**src/rtl/stg_pkg.sv**
```systemverilog
package stg_pkg;

    localparam int STG_DATA_W   = 64;
    localparam int STG_TS_W     = 32;
    localparam int STG_CH_MAX_W = 8;
    localparam int STG_LANES    = STG_DATA_W / 8;

    typedef enum logic [1:0] {
        SZ_B8  = 2'd0,
        SZ_B16 = 2'd1,
        SZ_B32 = 2'd2,
        SZ_B64 = 2'd3
    } size_e;

    typedef enum logic [1:0] {
        VAR_PLAIN = 2'd0,
        VAR_STAMP = 2'd1,
        VAR_MARK  = 2'd2,
        VAR_BOTH  = 2'd3
    } variant_e;

    typedef enum logic {
        ING_OPEN    = 1'b0,
        ING_BLOCKED = 1'b1
    } ing_state_e;

    typedef struct packed {
        logic [STG_CH_MAX_W-1:0] chan;
        logic [STG_DATA_W-1:0]   data;
        size_e                   size;
        logic                    ts_en;
        logic [STG_TS_W-1:0]     ts;
        logic                    marker;
    } msg_t;

endpackage

```
**src/rtl/stg_addr_decode.sv**
```systemverilog
module stg_addr_decode
    import stg_pkg::*;
#(
    parameter int          ADDR_W   = 32,
    parameter int          CH_W     = 4,
    parameter logic [31:0] WIN_BASE = 32'h4000_0000
) (
    input  logic [ADDR_W-1:0]     addr_i,
    input  logic [STG_DATA_W-1:0] data_i,
    input  size_e                 size_i,
    output logic                  in_win_o,
    output logic [CH_W-1:0]       chan_o,
    output variant_e              variant_o,
    output logic [STG_DATA_W-1:0] data_o
);

    localparam int HI_LSB = CH_W + 8;

    logic [ADDR_W-1:0]    base_ext;
    logic [STG_LANES-1:0] lane_on;
    logic [4:0]           lane_lim;
    logic                 unused_addr_bits;

    assign base_ext  = ADDR_W'(WIN_BASE);
    assign in_win_o  = (addr_i >> HI_LSB) == (base_ext >> HI_LSB);
    assign chan_o    = addr_i[HI_LSB-1:8];
    assign variant_o = variant_e'(addr_i[4:3]);
    assign lane_lim  = 5'd1 << size_i;

    assign unused_addr_bits = ^{addr_i[7:5], addr_i[2:0]};

    for (genvar b = 0; b < STG_LANES; b++) begin : g_lane
        assign lane_on[b]       = 5'(b) < lane_lim;
        assign data_o[8*b +: 8] = lane_on[b] ? data_i[8*b +: 8] : 8'h00;
    end

endmodule

```
**src/rtl/stg_tstamp.sv**
```systemverilog
module stg_tstamp #(
    parameter int TS_W = 32
) (
    input  logic            clk,
    input  logic            rst_n,
    output logic [TS_W-1:0] count_o
);

    always_ff @(posedge clk or negedge rst_n) begin
        if (!rst_n) begin
            count_o <= '0;
        end else begin
            count_o <= count_o + 1'b1;
        end
    end

endmodule

```
**src/rtl/stg_msg_fifo.sv**
```systemverilog
module stg_msg_fifo
    import stg_pkg::*;
#(
    parameter int DEPTH = 4,
    localparam int PTR_W = (DEPTH > 1) ? $clog2(DEPTH) : 1,
    localparam int CNT_W = $clog2(DEPTH + 1)
) (
    input  logic             clk,
    input  logic             rst_n,
    input  logic             push_i,
    input  msg_t             din_i,
    input  logic             pop_i,
    output msg_t             dout_o,
    output logic             empty_o,
    output logic [CNT_W-1:0] count_o
);

    msg_t             mem_q [DEPTH];
    logic [PTR_W-1:0] wptr_q;
    logic [PTR_W-1:0] rptr_q;

    function automatic logic [PTR_W-1:0] ptr_next(input logic [PTR_W-1:0] p);
        return (p == PTR_W'(DEPTH - 1)) ? '0 : p + 1'b1;
    endfunction

    always_ff @(posedge clk) begin
        if (push_i) begin
            mem_q[wptr_q] <= din_i;
        end
    end

    always_ff @(posedge clk or negedge rst_n) begin
        if (!rst_n) begin
            wptr_q  <= '0;
            rptr_q  <= '0;
            count_o <= '0;
        end else begin
            if (push_i) begin
                wptr_q <= ptr_next(wptr_q);
            end
            if (pop_i) begin
                rptr_q <= ptr_next(rptr_q);
            end
            unique case ({push_i, pop_i})
                2'b10:   count_o <= count_o + 1'b1;
                2'b01:   count_o <= count_o - 1'b1;
                default: count_o <= count_o;
            endcase
        end
    end

    assign dout_o  = mem_q[rptr_q];
    assign empty_o = (count_o == '0);

endmodule

```
**src/rtl/sys_trace_gen.sv**
```systemverilog
module sys_trace_gen
    import stg_pkg::*;
#(
    parameter int          ADDR_W   = 32,
    parameter int          CH_W     = 4,
    parameter logic [31:0] WIN_BASE = 32'h4000_0000,
    parameter int          DEPTH    = 4
) (
    input  logic                  clk,
    input  logic                  rst_n,
    input  logic                  wr_valid,
    output logic                  wr_ready,
    input  logic [ADDR_W-1:0]     wr_addr,
    input  logic [STG_DATA_W-1:0] wr_data,
    input  logic [1:0]            wr_size,
    output logic                  msg_valid,
    input  logic                  msg_ready,
    output logic [CH_W-1:0]       msg_chan,
    output logic [STG_DATA_W-1:0] msg_data,
    output logic [1:0]            msg_size,
    output logic                  msg_ts_en,
    output logic [STG_TS_W-1:0]   msg_ts,
    output logic                  msg_marker,
    output logic                  err_sticky
);

    localparam int CNT_W = $clog2(DEPTH + 1);

    ing_state_e state_q, state_d;

    logic                  in_win;
    logic [CH_W-1:0]       dec_chan;
    variant_e              dec_var;
    logic [STG_DATA_W-1:0] dec_data;
    logic [STG_TS_W-1:0]   ts_now;
    logic                  accept;
    logic                  push;
    logic                  pop;
    logic                  fifo_empty;
    logic [CNT_W-1:0]      fifo_count;
    msg_t                  new_msg;
    msg_t                  head_msg;
    logic                  err_q;
    logic                  unused_head;

    stg_addr_decode #(
        .ADDR_W  (ADDR_W),
        .CH_W    (CH_W),
        .WIN_BASE(WIN_BASE)
    ) u_decode (
        .addr_i   (wr_addr),
        .data_i   (wr_data),
        .size_i   (size_e'(wr_size)),
        .in_win_o (in_win),
        .chan_o   (dec_chan),
        .variant_o(dec_var),
        .data_o   (dec_data)
    );

    stg_tstamp #(
        .TS_W(STG_TS_W)
    ) u_tstamp (
        .clk    (clk),
        .rst_n  (rst_n),
        .count_o(ts_now)
    );

    always_comb begin
        new_msg              = '0;
        new_msg.chan[CH_W-1:0] = dec_chan;
        new_msg.data         = dec_data;
        new_msg.size         = size_e'(wr_size);
        unique case (dec_var)
            VAR_PLAIN: begin
                new_msg.ts_en  = 1'b0;
                new_msg.marker = 1'b0;
            end
            VAR_STAMP: begin
                new_msg.ts_en  = 1'b1;
                new_msg.marker = 1'b0;
            end
            VAR_MARK: begin
                new_msg.ts_en  = 1'b0;
                new_msg.marker = 1'b1;
            end
            VAR_BOTH: begin
                new_msg.ts_en  = 1'b1;
                new_msg.marker = 1'b1;
            end
        endcase
        new_msg.ts = new_msg.ts_en ? ts_now : '0;
    end

    assign accept = wr_valid && wr_ready;
    assign push   = accept && in_win;
    assign pop    = msg_valid && msg_ready;

    stg_msg_fifo #(
        .DEPTH(DEPTH)
    ) u_fifo (
        .clk    (clk),
        .rst_n  (rst_n),
        .push_i (push),
        .din_i  (new_msg),
        .pop_i  (pop),
        .dout_o (head_msg),
        .empty_o(fifo_empty),
        .count_o(fifo_count)
    );

    // Ingress state register
    always_ff @(posedge clk or negedge rst_n) begin
        if (!rst_n) begin
            state_q <= ING_OPEN;
        end else begin
            state_q <= state_d;
        end
    end

    // Next-state logic: fill and drain transitions
    always_comb begin
        state_d = state_q;
        unique case (state_q)
            ING_OPEN: begin
                if (push && !pop && fifo_count == CNT_W'(DEPTH - 1)) begin
                    state_d = ING_BLOCKED;
                end
            end
            ING_BLOCKED: begin
                if (pop) begin
                    state_d = ING_OPEN;
                end
            end
        endcase
    end

    // Outputs of the ingress machine
    always_comb begin
        unique case (state_q)
            ING_OPEN:    wr_ready = 1'b1;
            ING_BLOCKED: wr_ready = 1'b0;
        endcase
    end

    always_ff @(posedge clk or negedge rst_n) begin
        if (!rst_n) begin
            err_q <= 1'b0;
        end else if (accept && !in_win) begin
            err_q <= 1'b1;
        end
    end

    assign err_sticky  = err_q;
    assign msg_valid   = !fifo_empty;
    assign msg_chan    = head_msg.chan[CH_W-1:0];
    assign msg_data    = head_msg.data;
    assign msg_size    = head_msg.size;
    assign msg_ts_en   = head_msg.ts_en;
    assign msg_ts      = head_msg.ts;
    assign msg_marker  = head_msg.marker;
    assign unused_head = ^head_msg.chan;

endmodule

```
**config.mk**
```make
export PLATFORM = sky130hd
export DESIGN_NAME = sys_trace_gen
export DESIGN_NICKNAME = d
export VERILOG_FILES = /design/src/rtl/stg_pkg.sv /design/src/rtl/stg_addr_decode.sv /design/src/rtl/stg_tstamp.sv /design/src/rtl/stg_msg_fifo.sv /design/src/rtl/sys_trace_gen.sv
export SDC_FILE = /design/constraint.sdc
export NUM_CORES = 1
export LEC_CHECK = 0
export BUFFER_PORTS_ARGS = -buffer_cell sky130_fd_sc_hd__buf_2
export CAP_MARGIN = 20
export CELL_PAD_IN_SITES_DETAIL_PLACEMENT = 1
export CELL_PAD_IN_SITES_GLOBAL_PLACEMENT = 1
export CORE_MARGIN = 5
export CORE_UTILIZATION = 35
export CTS_CLUSTER_SIZE = 12
export DETAILED_ROUTE_END_ITERATION = 8
export PLACE_DENSITY = 0.64
export SYNTH_ARGS = -nofsm -noshare
export SYNTH_HDL_FRONTEND = slang
export SYNTH_SLANG_ARGS = --single-unit
```
**constraint.sdc**
```tcl
create_clock -name clk -period 4.1 [get_ports clk]
set_input_delay 0.205 -clock clk [delete_from_list [all_inputs] [get_ports clk]]
set_output_delay 0.205 -clock clk [all_outputs]
set_load 0.01 [all_outputs]
```
==> impl_metrics.toml <==
[run_status]
status = "finished, final reports clean"

[global_routing]
met1_usage_pct = 18.43
grtUsageMet2_pct = 23.94
overflow = 0
grt_pass1_wl_um = 58510
grt_max_degree = 105
met3_usage_pct = 2.785
grtUsageTotal_pct = 14.02
top_usage_layer = "met2"
antenna_found_initial = 1
grt_pass1_vias = 9653

[timing]
fin_crit_ps = 2878
hold_slack_ps = 36.99
fin_skew_ps = 19.29
setup_viol_count_final = 0
finalSetupTns_ps = 0
hold_violations = 0
setup_ws_ps = 1222
tightest_slew_ps = 810.0
finalCritPeriodShare_pct = 70.19
max_freq_mhz = 347.5
drv_slew = 0
slew_headroom_pct = 46.00
rsz0062_at_grt = "no"

[drt]
drc = 0
drt-initial-drc-count = 475
wl_per_cell_um = 21.55
ant_nets = 0
routed_wirelength_um = 38590
via_per_inst = 4.833
num_vias = 8656
drtPass1Iterations = 4

[floorplanning]
pin_count = 209
coreArea_sq_um = 49970
die_y_um = 234.2
fp.dieW_um = 234.2
start_util_pct = 35.21
die_area_sq_um = 54840
row_count = 82

[logic_synthesis]
synth_edf_count = 416
syn-num-nets = 939
ys.warnings.count = 0
synth_area_sq_um = 17590
synthCells = 828
synth_top_area_share_pct = 71.02
synth-seq-cells = 457
synth_ff_type = "edfxtp_1"
postSynthAreaPerCell_sq_um = 21.24
synth.area.top_cells = "edfxtp_1 71%, mux4_2 13%, dfrtp_1 5.8%, and2_1 1.9%, and3_1 1.4%"
ys_types = 37
synthArstFlopShare_pct = 8.972
yosysSeqAreaShare_pct = 76.85
yosysTopAreaCell = "edfxtp_1"

[cts]
clk_pin_slew_ps = 60
clockBufferDepth = 3
cts-root-buf = "clkbuf_16"
cts_buffers = 50
clock-sinks = 457
postCtsSetupRepairBufs = 0
post_cts_resized = 0
cts_tree = "done"
clkLatencyLatePin_ps = 580
cts_htree_levels = 2

[setup_path]
r2r_setup_slack_ps = 1660
required_ps = 3890
end_kind = "primary output"
slowest_stage = "dfrtp_4"
critPathKind = "flop to primary output"
critPathLaunchType = "flop"
cpPeakStageDelay_ps = 860
crit_fanout = 44
crit_chain = "buf_12 -> mux4_2 -> buf_2"
cp_data_arrival_time_ps = 2670

[placed_design]
hpwl_um = 22110
gp_congestion = 0.6925
dp.cells = 1667
dp_slack_ps = 1458
placed_area_sq_um = 19430
io_buffer_count = 202

[power]
power_mw = 12.07
power_density_nw_per_um2 = 566.8
peakVddDrop_uv = 366.5
p_leak_nw = 7.671

[final_layout]
layout-drive-gt1-share_pct = 35.48
final_area_sq_um = 21300
syn_to_final_growth_pct = 21.06
final_util_pct = 42.62
diodes = 0
nets = 1194
fin_cells = 1791

[min_path]
min_path_type = "input pin to flop"

[job]
maxCapViolations = 0
timing repair:
item | CTS | global route
setup endpoints to repair | 0 | 0
hold buffers | 36 | 0
hold endpoints to repair | 167 | 0
worst paths after layout:
| check | start | cells after the start | endpoint |
|---|---|---|---|
| worst min-delay path | wr_data[39] | 2 | u_fifo.mem_q[0][75] |
| min in group asynchronous | rst_n | 3 | err_sticky |
| worst min register to register | u_tstamp.count_o[31] | 1 | u_tstamp.count_o[31] |
| max in group asynchronous | rst_n | 3 | u_fifo.rptr_q[0] |
| worst max register to register | state_q | 5 | u_fifo.mem_q[0][47] |
| worst max-delay path | u_fifo.rptr_q[0] | 3 | msg_ts[14] |
per-layer routing:
| metal | part of all wire [%] | vias to the layer above |
|---|---|---|
| met5 | 0.018 | - |
| met4 | 1.9 | 2 |
| met3 | 5.8 | 62 |
| met2 | 50 | 202 |
| met1 | 42 | 4547 |
| li1 | - | 3843 |
cell families after synthesis:
group	after synthesis	synth area share, %
mux	108	13.56
compound gates	4	0.1566
flops	457	76.85
xor+xnor	33	1.643
simple gates	160	5.705
fa+ha+maj	9	0.6829
buf+inv	57	1.401
power by group:
group | internal (mW) | switching [mW] | leakage [nW]
Combinational | 1.33 | 1.25 | 2.46
Clock | 2.42 | 1.76 | 0.729
Sequential | 5.09 | 0.221 | 4.48
registers in the layout (all words and copies together) (netlist names):
signal	count
state_q	1
u_tstamp.count_o	32
u_fifo.rptr_q	2
u_fifo.count_o	3
err_sticky	1
u_fifo.wptr_q	2
u_fifo.mem_q	416
synthesized netlist by cell type (2+ instances only):
cell	number
and3_1	39
and2_1	53
nand3_1	16
ha_1	8
buf_6	2
nor3_1	2
nor4_1	4
and4_1	3
nor2b_1	8
xor2_1	8
buf_2	14
mux4_2	104
clkbuf_1	29
nand4_1	7
mux2_2	3
inv_1	10
xnor2_1	25
nor2_1	9
buf_1	2
nor4_4	2
edfxtp_1	416
nand2_1	9
dfrtp_1	41
placed cells by master, fill, tap and decap left out, types with 5 or more instances in the layout:
master         count
clkbuf_16         51
buf_2            202
nand3_1           16
nand4_1            7
xor2_1             8
edfxtp_1         416
dlygate4sd3_1     36
ha_1               8
inv_1             10
clkinv_1           8
mux4_2           104
and2_1            49
nor2b_1            8
clkbuf_1          17
dfrtp_1           39
xnor2_1           25
nor2_1             9
buf_4              5
and3_1            39
buf_12             7
nand2_1            9
area by class of cell:
class | instances | area, sq um
clock buffers | 69 | 1354
clock inverters | 19 | 152.6
fillers | 4797 | 28670
inverters | 10 | 37.54
multi-input cells | 314 | 3836
flip-flops and latches | 457 | 13530
well taps | 672 | 840.8
repair buffers | 250 | 1549
worst max-delay path: cells and delay by family (launching register included):
kind,cells,cell delay (ps)
flip-flops,1,860
multiplexers,1,620
buffers and inverters,2,590
Note: power is estimated with default switching activity, not from simulation.
